File: config.mk
export PLATFORM = sky130hd
export DESIGN_NAME = rc_issue_queue
export DESIGN_NICKNAME = d
export VERILOG_FILES = /design/src/rtl/rc_iq_pkg.sv /design/src/rtl/rc_phead_rotor.sv /design/src/rtl/rc_collapse_plan.sv /design/src/rtl/rc_age_rank.sv /design/src/rtl/rc_issue_queue.sv
export SDC_FILE = /design/constraint.sdc
export NUM_CORES = 1
export LEC_CHECK = 0
export BUFFER_PORTS_ARGS = -buffer_cell sky130_fd_sc_hd__buf_2
export CORE_MARGIN = 2
export CORE_UTILIZATION = 50
export CTS_CLUSTER_SIZE = 20
export DETAILED_ROUTE_END_ITERATION = 8
export PLACE_DENSITY = 0.8
export SETUP_SLACK_MARGIN = 0.3
export SLEW_MARGIN = 10
export SYNTH_ARGS = -nofsm -noshare
export SYNTH_HDL_FRONTEND = slang
export SYNTH_SLANG_ARGS = --single-unit
File: constraint.sdc
create_clock -name clk -period 4.4 [get_ports clk]
set_input_delay 0.66 -clock clk [delete_from_list [all_inputs] [get_ports clk]]
set_output_delay 0.66 -clock clk [all_outputs]
set_load 0.02 [all_outputs]
File: src/rtl/rc_iq_pkg.sv
package rc_iq_pkg;
  // next pointer value in a ring of 'depth' slots
  function automatic int unsigned rc_wrap_next(input int unsigned cur, input int unsigned depth);
    return (cur >= depth - 1) ? 0 : cur + 1;
  endfunction
endpackage

File: src/rtl/rc_phead_rotor.sv
module rc_phead_rotor #(
  parameter int DEPTH     = 8,
  parameter int RR_PERIOD = 16,
  localparam int IDXW = $clog2(DEPTH),
  localparam int CNTW = (RR_PERIOD < 2) ? 1 : $clog2(RR_PERIOD)
) (
  input  logic            clk,
  input  logic            rst_n,
  input  logic            flush_i,
  output logic [IDXW-1:0] ph_o
);
  import rc_iq_pkg::*;
  logic [CNTW-1:0] cnt_q;

  always_ff @(posedge clk or negedge rst_n) begin
    if (!rst_n) begin
      cnt_q <= '0;
      ph_o  <= '0;
    end else if (flush_i) begin
      cnt_q <= '0;
      ph_o  <= '0;
    end else if (cnt_q == CNTW'(RR_PERIOD - 1)) begin
      cnt_q <= '0;
      ph_o  <= IDXW'(rc_wrap_next(32'(ph_o), DEPTH));
    end else begin
      cnt_q <= cnt_q + 1'b1;
    end
  end
endmodule

File: src/rtl/rc_collapse_plan.sv
module rc_collapse_plan #(
  parameter int DEPTH = 8,
  localparam int IDXW = $clog2(DEPTH),
  localparam int TW   = $clog2(DEPTH + 1)
) (
  input  logic [DEPTH-1:0] valid_i,
  input  logic [DEPTH-1:0] issue_i,
  input  logic [IDXW-1:0]  ph_i,
  input  logic [TW-1:0]    tail_i,
  output logic [DEPTH-1:0] live_o,
  output logic [DEPTH-1:0] shift_o,
  output logic             collapse_o
);
  logic [DEPTH-1:0] in_reg, gap, seen;

  assign live_o = valid_i & ~issue_i;

  for (genvar j = 0; j < DEPTH; j++) begin : g_slot
    localparam logic [IDXW-1:0] JI = IDXW'(j);
    localparam logic [TW-1:0]   JT = TW'(j);
    assign in_reg[j] = (ph_i <= JI) && (JT < tail_i);
    assign gap[j]    = in_reg[j] & ~live_o[j];
    if (j == 0) begin : g_first
      assign seen[j] = gap[j];
    end else begin : g_rest
      assign seen[j] = seen[j-1] | gap[j];
    end
    assign shift_o[j] = in_reg[j] & seen[j];
  end

  assign collapse_o = |shift_o;
endmodule

File: src/rtl/rc_age_rank.sv
module rc_age_rank #(
  parameter int DEPTH = 8,
  localparam int IDXW = $clog2(DEPTH)
) (
  input  logic [DEPTH-2:0]      valid_i,
  output logic [DEPTH*IDXW-1:0] rank_o
);
  logic [IDXW-1:0] cnt [DEPTH];

  assign cnt[0] = '0;
  for (genvar j = 1; j < DEPTH; j++) begin : g_cnt
    assign cnt[j] = cnt[j-1] + IDXW'(valid_i[j-1]);
  end
  for (genvar j = 0; j < DEPTH; j++) begin : g_out
    assign rank_o[j*IDXW +: IDXW] = cnt[j];
  end
endmodule

File: src/rtl/rc_issue_queue.sv
module rc_issue_queue #(
  parameter int DEPTH     = 8,
  parameter int RR_PERIOD = 16,
  localparam int IDXW = $clog2(DEPTH),
  localparam int TW   = $clog2(DEPTH + 1)
) (
  input  logic                  clk,
  input  logic                  rst_n,
  input  logic                  flush_i,
  input  logic                  in_valid_i,
  output logic                  in_ready_o,
  output logic [IDXW-1:0]       alloc_idx_o,
  input  logic [DEPTH-1:0]      issue_i,
  output logic                  full_o,
  output logic [DEPTH-1:0]      entry_valid_o,
  output logic [DEPTH-1:0]      shift_o,
  output logic [DEPTH-1:0]      clk_en_o,
  output logic [DEPTH*IDXW-1:0] rank_o,
  output logic [IDXW-1:0]       phead_o
);
  logic [DEPTH-1:0] valid_q, valid_n, live, shift_v;
  logic [TW-1:0]    tail_q, tail_n, alloc_pos;
  logic             collapse, accept;

  rc_phead_rotor #(.DEPTH(DEPTH), .RR_PERIOD(RR_PERIOD)) u_rotor (
    .clk(clk), .rst_n(rst_n), .flush_i(flush_i), .ph_o(phead_o));

  rc_collapse_plan #(.DEPTH(DEPTH)) u_plan (
    .valid_i(valid_q), .issue_i(issue_i), .ph_i(phead_o), .tail_i(tail_q),
    .live_o(live), .shift_o(shift_v), .collapse_o(collapse));

  rc_age_rank #(.DEPTH(DEPTH)) u_rank (
    .valid_i(valid_q[DEPTH-2:0]), .rank_o(rank_o));

  assign full_o      = (tail_q == TW'(DEPTH)) && !collapse;
  assign in_ready_o  = !full_o && !flush_i;
  assign accept      = in_valid_i && in_ready_o;
  assign alloc_pos   = tail_q - TW'(collapse);
  assign alloc_idx_o = IDXW'(alloc_pos);
  assign shift_o     = shift_v;
  assign entry_valid_o = valid_q;
  assign tail_n      = tail_q - TW'(collapse) + TW'(accept);

  for (genvar j = 0; j < DEPTH; j++) begin : g_next
    localparam logic [TW-1:0] JT = TW'(j);
    logic moved, wr_here;
    if (j == DEPTH - 1) begin : g_top
      assign moved = shift_v[j] ? 1'b0 : live[j];
    end else begin : g_mid
      assign moved = shift_v[j] ? live[j+1] : live[j];
    end
    assign wr_here     = accept && (alloc_pos == JT);
    assign valid_n[j]  = moved | wr_here;
    assign clk_en_o[j] = shift_v[j] | (issue_i[j] & valid_q[j]) | wr_here;
  end

  always_ff @(posedge clk or negedge rst_n) begin
    if (!rst_n) begin
      valid_q <= '0;
      tail_q  <= '0;
    end else if (flush_i) begin
      valid_q <= '0;
      tail_q  <= '0;
    end else begin
      valid_q <= valid_n;
      tail_q  <= tail_n;
    end
  end
endmodule

==> results of run 1 <==
==> cell type report <==
cell class / instances / area (um2) / area share, %
Timing Repair Buffer: 84 / 501.7 / 19.37
Sequential cell: 19 / 481.7 / 18.60
Tap cell: 48 / 60.06 / 2.319
Clock buffer: 3 / 41.29 / 1.594
Clock inverter: 1 / 5.005 / 0.1932
Inverter: 15 / 56.30 / 2.174
Multi-Input combinational cell: 167 / 1444 / 55.75
==> cells in the final DEF, fill, tap and decap left out, drive strengths merged, types with 8 or more instances in the layout <==
cell | synthesis | layout
buf | 14 | 84
inv | 15 | 15
a21oi | 12 | 12
nand2b | 8 | 8
o21ai | 8 | 8
dfrtp | 19 | 19
nand2 | 11 | 11
ha | 20 | 20
nor2 | 14 | 14
nor2b | 9 | 9
==> sequential cells by signal (all words and copies together) (netlist names) <==
name           count
tail_q             4
u_rotor.ph_o       3
u_rotor.cnt_q      4
entry_valid_o      8
==> routing by layer <==
metal  global-route usage (%)  routed length (um)  vias up
li1                         -                   -      910
met1                    29.81                2134      923
met2                    39.90                2628      109
met3                    3.082                 433       17
met4                    7.552                 158        0
met5                        0                   0        -
==> worst register-to-register path: stages, from the launching register on <==
cell and delay [ns]:
dfrtp_1 0.43, buf_6 0.14, buf_12 0.13, o21ai_0 0.31, o21a_1 0.24, a22oi_1 0.12
and2_4 0.19, o211ai_1 0.08, ha_2 0.25, nor3b_4 0.24, xnor2_2 0.16, nor3b_4 0.25
o21ai_4 0.13, buf_4 0.16, o31ai_1 0.22
==> worst paths after layout <==
check | cells after the start | slack (ns) | from | to
max | 14 | 0.36 | tail_q[3]$_DFF_PN0_ | clk_en_o[7]
min | 1 | 0.34 | rst_n | entry_valid_o[6]$_DFF_PN0_
max reg2reg | 14 | 1.23 | u_rotor.ph_o[1]$_DFFE_PN0P_ | entry_valid_o[3]$_DFF_PN0_
min reg2reg | 1 | 0.51 | u_rotor.cnt_q[0]$_DFF_PN0_ | u_rotor.cnt_q[0]$_DFF_PN0_
max in group asynchronous | 1 | 3.72 | rst_n | u_rotor.ph_o[0]$_DFFE_PN0P_
min in group clk | 1 | 0.51 | u_rotor.cnt_q[0]$_DFF_PN0_ | u_rotor.cnt_q[0]$_DFF_PN0_
==> kinds of logic after synthesis <==
family / Yosys count / synth area share [%]
AO/OA/AOI/OAI: 66 / 27.27
AND/OR/NAND/NOR: 63 / 18.51
buffers and inverters: 31 / 8.893
adder cells (fa/ha/maj): 22 / 15.28
flip-flops: 19 / 25.03
XOR/XNOR: 8 / 3.689
multiplexers: 2 / 1.120
other: 1 / 0.1974
==> power groups by stage <==
stage | Clock (mW) | Sequential (mW) | Combinational, mW
CTS | 0.131 | 0.255 | 1.21
floorplan | 0 | 0.253 | 0.829
global route | 0.139 | 0.272 | 1.41
global placement | 0 | 0.268 | 1.06
finish | 0.128 | 0.266 | 1.34
detailed placement | 0 | 0.269 | 1.08
==> through the flow <==
step	std cells	hold WS (ns)	worst slack [ns]	util, %
after floorplan	217	0.3644	0.3031	-
after global placement	315	0.4818	0.3924	61.48
after detailed placement	315	0.4942	0.1849	61.48
after CTS	332	0.3502	0.3172	67.16
after global routing	337	0.3781	0.1957	70.75
final	337	0.3378	0.3563	70.75
==> repair_timing <==
action | CTS | global route
endpoints found under the setup margin | 8 | 8
resized for setup | 13 | 19
setup buffers | 13 | 5
pin swaps | 6 | 12
==> results.json, run 1 <==
{
  "peakVddDrop_uv": 483.1,
  "grt_pass1_wl_um": 7831,
  "power_frac_comb_pct": 77.2,
  "slew_violations": 0,
  "gr-usage-all-layers_pct": 23.17,
  "core-area_um2": 3661,
  "postRouteAntennaNets": 0,
  "swShare_pct": 52.56,
  "netlist_area_um2": 1899,
  "synthTopCellsByCount": "ha_1, dfrtp_1, inv_1",
  "grt_start_max_net_pins": 22,
  "synth_top_flop_cell": "dfrtp_1",
  "syn-mean-instance-area_um2": 8.959,
  "power.leakage_nw": 1.287,
  "antenna_found_initial": 0,
  "place_area_um2": 2251,
  "synth_cell_type_count": 57,
  "cp.arrival_ns": 3.38,
  "clkTransAtPathRegs_ns": 0.08,
  "cts_sinks": 19,
  "yosys.area.top_type": "dfrtp_1",
  "first_pass_iters": 5,
  "insertion_delay_ns": 0.26,
  "die_area_um2": 4308,
  "grt_pass1_vias": 1728,
  "n_antenna_cell": 0,
  "route.detailed.drc": 0,
  "async_flop_share_pct": 100.0,
  "fin_crit_sh_pct": 91.90,
  "finalHoldViolCount": 0,
  "die_h_um": 65.64,
  "initial_utilization_pct": 51.88,
  "cts_max_level": 1,
  "p_sw_mw": 0.9089,
  "num-fill-cells": 272,
  "syn_to_final_growth_pct": 36.36,
  "pin_count": 68,
  "start_kind": "flop",
  "avgRoutedWirePerCell_um": 15.89,
  "place.gp.congestion": 0.8538,
  "dieWidth_um": 65.64,
  "maxCapViolations": 0,
  "seqPwrFrac_pct": 15.4,
  "fin_crit_ns": 4.044,
  "internal-power_mw": 0.8204,
  "fin_skew_ns": 0.0009544,
  "power.density_nw_per_um2": 667.7,
  "cts_tree": "yes",
  "required_ns": 3.74,
  "cp-end-kind": "output port",
  "hp-class": "input pin to async pin",
  "critPathBufInv": 3,
  "critical_path_class": "flop to output port",
  "fmax_ghz": 0.2473,
  "maxSlewHeadroom_pct": 63.35,
  "wl_um": 5354,
  "vias_per_cell": 5.813,
  "rows": 22,
  "yosysMostFrequentCell": "ha_1",
  "yosysSeqAreaShare_pct": 25.03,
  "gr-total-overflow": 0,
  "synth_edf_count": 0,
  "crit_family": "compound AO/OA/AOI/OAI gates",
  "setup_tns_ns": 0,
  "nets": 324,
  "slowest_stage": "dfrtp_2",
  "clock_path_buffers": 2,
  "setup_viol": 0,
  "vias": 1959,
  "worst_slew_pin_slew_ns": 0.5440,
  "cts-root-buf": "clkbuf_8",
  "drt-initial-drc-count": 127,
  "yosysWarnings": 0,
  "synthCells": 212,
  "cpMostUsedCell": "buf_4",
  "ys_seq_elements": 19,
  "final_area_um2": 2590,
  "worstPathMaxFanout": 8,
  "rsz0062_at_grt": "yes",
  "cpPeakStageDelay_ns": 0.44,
  "portBuffers": 61,
  "drive_above_1_share_pct": 42.56,
  "numCtsBuffers": 3,
  "synth.area.top_cells": "dfrtp_1, ha_1, buf_4, a21oi_1, inv_1",
  "path_cells": "buf_4, a211oi_2, nor2b_1, buf_4, a2111oi_4, and2_4, o211ai_1, ha_2, ha_4, xor2_4, and3b_2, o21ai_4, o311ai_2, buf_4",
  "total_power_mw": 1.729,
  "cts_hold_buf": 0,
  "hpwl_um": 3592,
  "clkPwrFrac_pct": 7.4,
  "netlist.area_leader.share_pct": 25.03,
  "outcome": "finished clean"
}
Note: power is estimated with default switching activity, not from simulation.
==> run 2, diff against run 1 <==
- BUFFER_PORTS_ARGS: -buffer_cell sky130_fd_sc_hd__buf_2 -> -buffer_cell sky130_fd_sc_hd__buf_4
==> run 2 against run 1 <==
Die area stayed put. Global-route usage is 1.1 points higher. Critical path depth is 2 lower. Total power is 3.1% higher. Clock skew is 0.0067 ns higher. Non-clock buffer count is 5 lower. Worst setup slack worse by 0.016 ns. Cell count is 1.5% lower. Critical path type unchanged. Critical endpoint unchanged. Largest power group unchanged.
==> results.json, run 2 (same netlist as run 1, synthesis figures left out) <==
{
  "rows": 22,
  "fin_crit_sh_pct": 92.27,
  "nets": 319,
  "clkTransAtPathRegs_ns": 0.08,
  "core-area_um2": 3661,
  "die_h_um": 65.64,
  "power.leakage_nw": 1.291,
  "timing.rr.end": "entry_valid_o[3]$_DFF_PN0_",
  "drt-initial-drc-count": 113,
  "finalHoldViolCount": 0,
  "critical_path_class": "flop to output port",
  "mostFrequentLayoutCells": "buf_4, ha_1, nor2_1, inv_1, dfrtp_1",
  "endpoint": "clk_en_o[7]",
  "required_ns": 3.74,
  "met1_usage_pct": 30.84,
  "grt_pass1_wl_um": 8079,
  "dieWidth_um": 65.64,
  "vias": 1915,
  "clock_path_buffers": 2,
  "vias_per_cell": 5.768,
  "placed_cells": 314,
  "wl_um": 5198,
  "start_kind": "flop",
  "r2r_slack_ns": 1.27,
  "cts_max_level": 1,
  "first_pass_iters": 4,
  "grt_pass1_vias": 1767,
  "drive_above_1_share_pct": 40.49,
  "gr-total-overflow": 0,
  "fin_skew_ns": 0.007608,
  "maxCapViolations": 0,
  "antenna_found_initial": 0,
  "cts-root-buf": "clkbuf_8",
  "portBuffers": 61,
  "crit_family": "compound AO/OA/AOI/OAI gates",
  "fin_crit_ns": 4.060,
  "path_cells": "or2_4, o311a_4, a2111oi_4, and2_4, o211ai_1, ha_2, ha_4, xor2_4, and3b_2, o21ai_4, o311ai_2, buf_4",
  "cp.arrival_ns": 3.40,
  "gr-usage-all-layers_pct": 24.27,
  "final_common_cell": "buf_4",
  "r2r_start": "tail_q[2]$_DFF_PN0_",
  "top_usage_layer": "met2",
  "peakVddDrop_uv": 569.7,
  "pin_count": 68,
  "outcome": "finished clean",
  "power.density_nw_per_um2": 671.7,
  "setup_viol": 0,
  "initial_utilization_pct": 51.88,
  "syn_to_final_growth_pct": 39.79,
  "slowest_stage": "dfrtp_2",
  "use_met3_pct": 3.082,
  "cts_sinks": 19,
  "slew_violations": 0,
  "cpPeakStageDelay_ns": 0.44,
  "grt_start_max_net_pins": 22,
  "n_antenna_cell": 0,
  "grt_util_met2_pct": 41.41,
  "numCtsBuffers": 3,
  "critPathBufInv": 1,
  "postRouteAntennaNets": 0,
  "largest_reg_flops": 8,
  "cp-end-kind": "output port",
  "avgRoutedWirePerCell_um": 15.66,
  "cts_tree": "yes",
  "worstPathMaxFanout": 8,
  "die_area_um2": 4308,
  "insertion_delay_ns": 0.26,
  "hpwl_um": 3695,
  "route.detailed.drc": 0,
  "hp-class": "input pin to async pin",
  "crit_start": "tail_q[2]$_DFF_PN0_",
  "rsz0062_at_grt": "yes",
  "path_depth": 12,
  "place.gp.congestion": 0.8936,
  "final_cells": 332,
  "fmax_ghz": 0.2463,
  "r2r.worst_path.cells": 12,
  "setup_tns_ns": 0
}
run 2: cell count changes in the layout (fill, tap and decap cells not counted), sizes merged:
cell / previous run / this run
buf: 84 / 79
run 2: per-layer routing:
layer,up-vias,wire length [um]
met4,0,118
met1,915,2184
li1,904,-
met5,-,0
met3,16,331
met2,80,2564
run 2: worst min-delay path by stage:
stage                               start                          to  slack (ns)  cells past startpoint
6_report                            rst_n  entry_valid_o[6]$_DFF_PN0_        0.26                      1
3_3_place_gp   u_rotor.cnt_q[0]$_DFF_PN0_  u_rotor.cnt_q[0]$_DFF_PN0_        0.48                      1
4_1_cts                             rst_n  entry_valid_o[6]$_DFF_PN0_        0.27                      1
3_5_place_dp   u_rotor.cnt_q[0]$_DFF_PN0_  u_rotor.cnt_q[0]$_DFF_PN0_        0.49                      1
2_1_floorplan                       rst_n  entry_valid_o[0]$_DFF_PN0_        0.36                      0
5_1_grt                             rst_n  entry_valid_o[6]$_DFF_PN0_        0.28                      1
run 2: worst register-to-register path, stage by stage, from the launching register on:
cell	delay (ns)
dfrtp_2	0.44
or2_4	0.27
o311a_4	0.34
a2111oi_4	0.35
and2_4	0.21
o211ai_1	0.09
ha_2	0.23
ha_4	0.18
xor2_4	0.20
nor3b_4	0.25
o21ai_4	0.14
buf_4	0.16
o31ai_1	0.19
run 2: what timing repair did:
action,in CTS,in global routing
endpoints found under the setup margin,8,9
pin swaps,1,11
gates resized for setup,5,20
hold buffers,0,0
buffers inserted,4,10
run 2: final cells by class:
class,count,area [um2]
Clock buffer,3,41.29
Timing Repair Buffer,79,600.6
Inverter,15,56.30
Fill cell,282,1006
Clock inverter,1,5.005
Tap cell,48,60.06
Sequential cell,19,483.0
Multi-Input combinational cell,167,1409
run 2: metrics by stage:
stage                     power, mW  cell area (um2)  util [%]  setup WS, ns  hold slack [ns]
after floorplan               1.082             1961         -        0.3031           0.3644
after global placement        1.457             2396     65.45        0.4030           0.4825
after detailed placement      1.477             2396     65.45        0.3421           0.4898
after CTS                     1.649             2494     68.11        0.3102           0.2687
after global routing          1.895             2655     72.52        0.2219           0.2815
final                         1.783             2655     72.52        0.3399           0.2646
run 2: report_power, final:
part / switching [mW] / internal [mW] / total [mW]
combinational: 0.772 / 0.619 / 1.39
sequential: 0.0578 / 0.209 / 0.266
clock: 0.0635 / 0.0631 / 0.127
total: 0.893 / 0.890 / 1.78
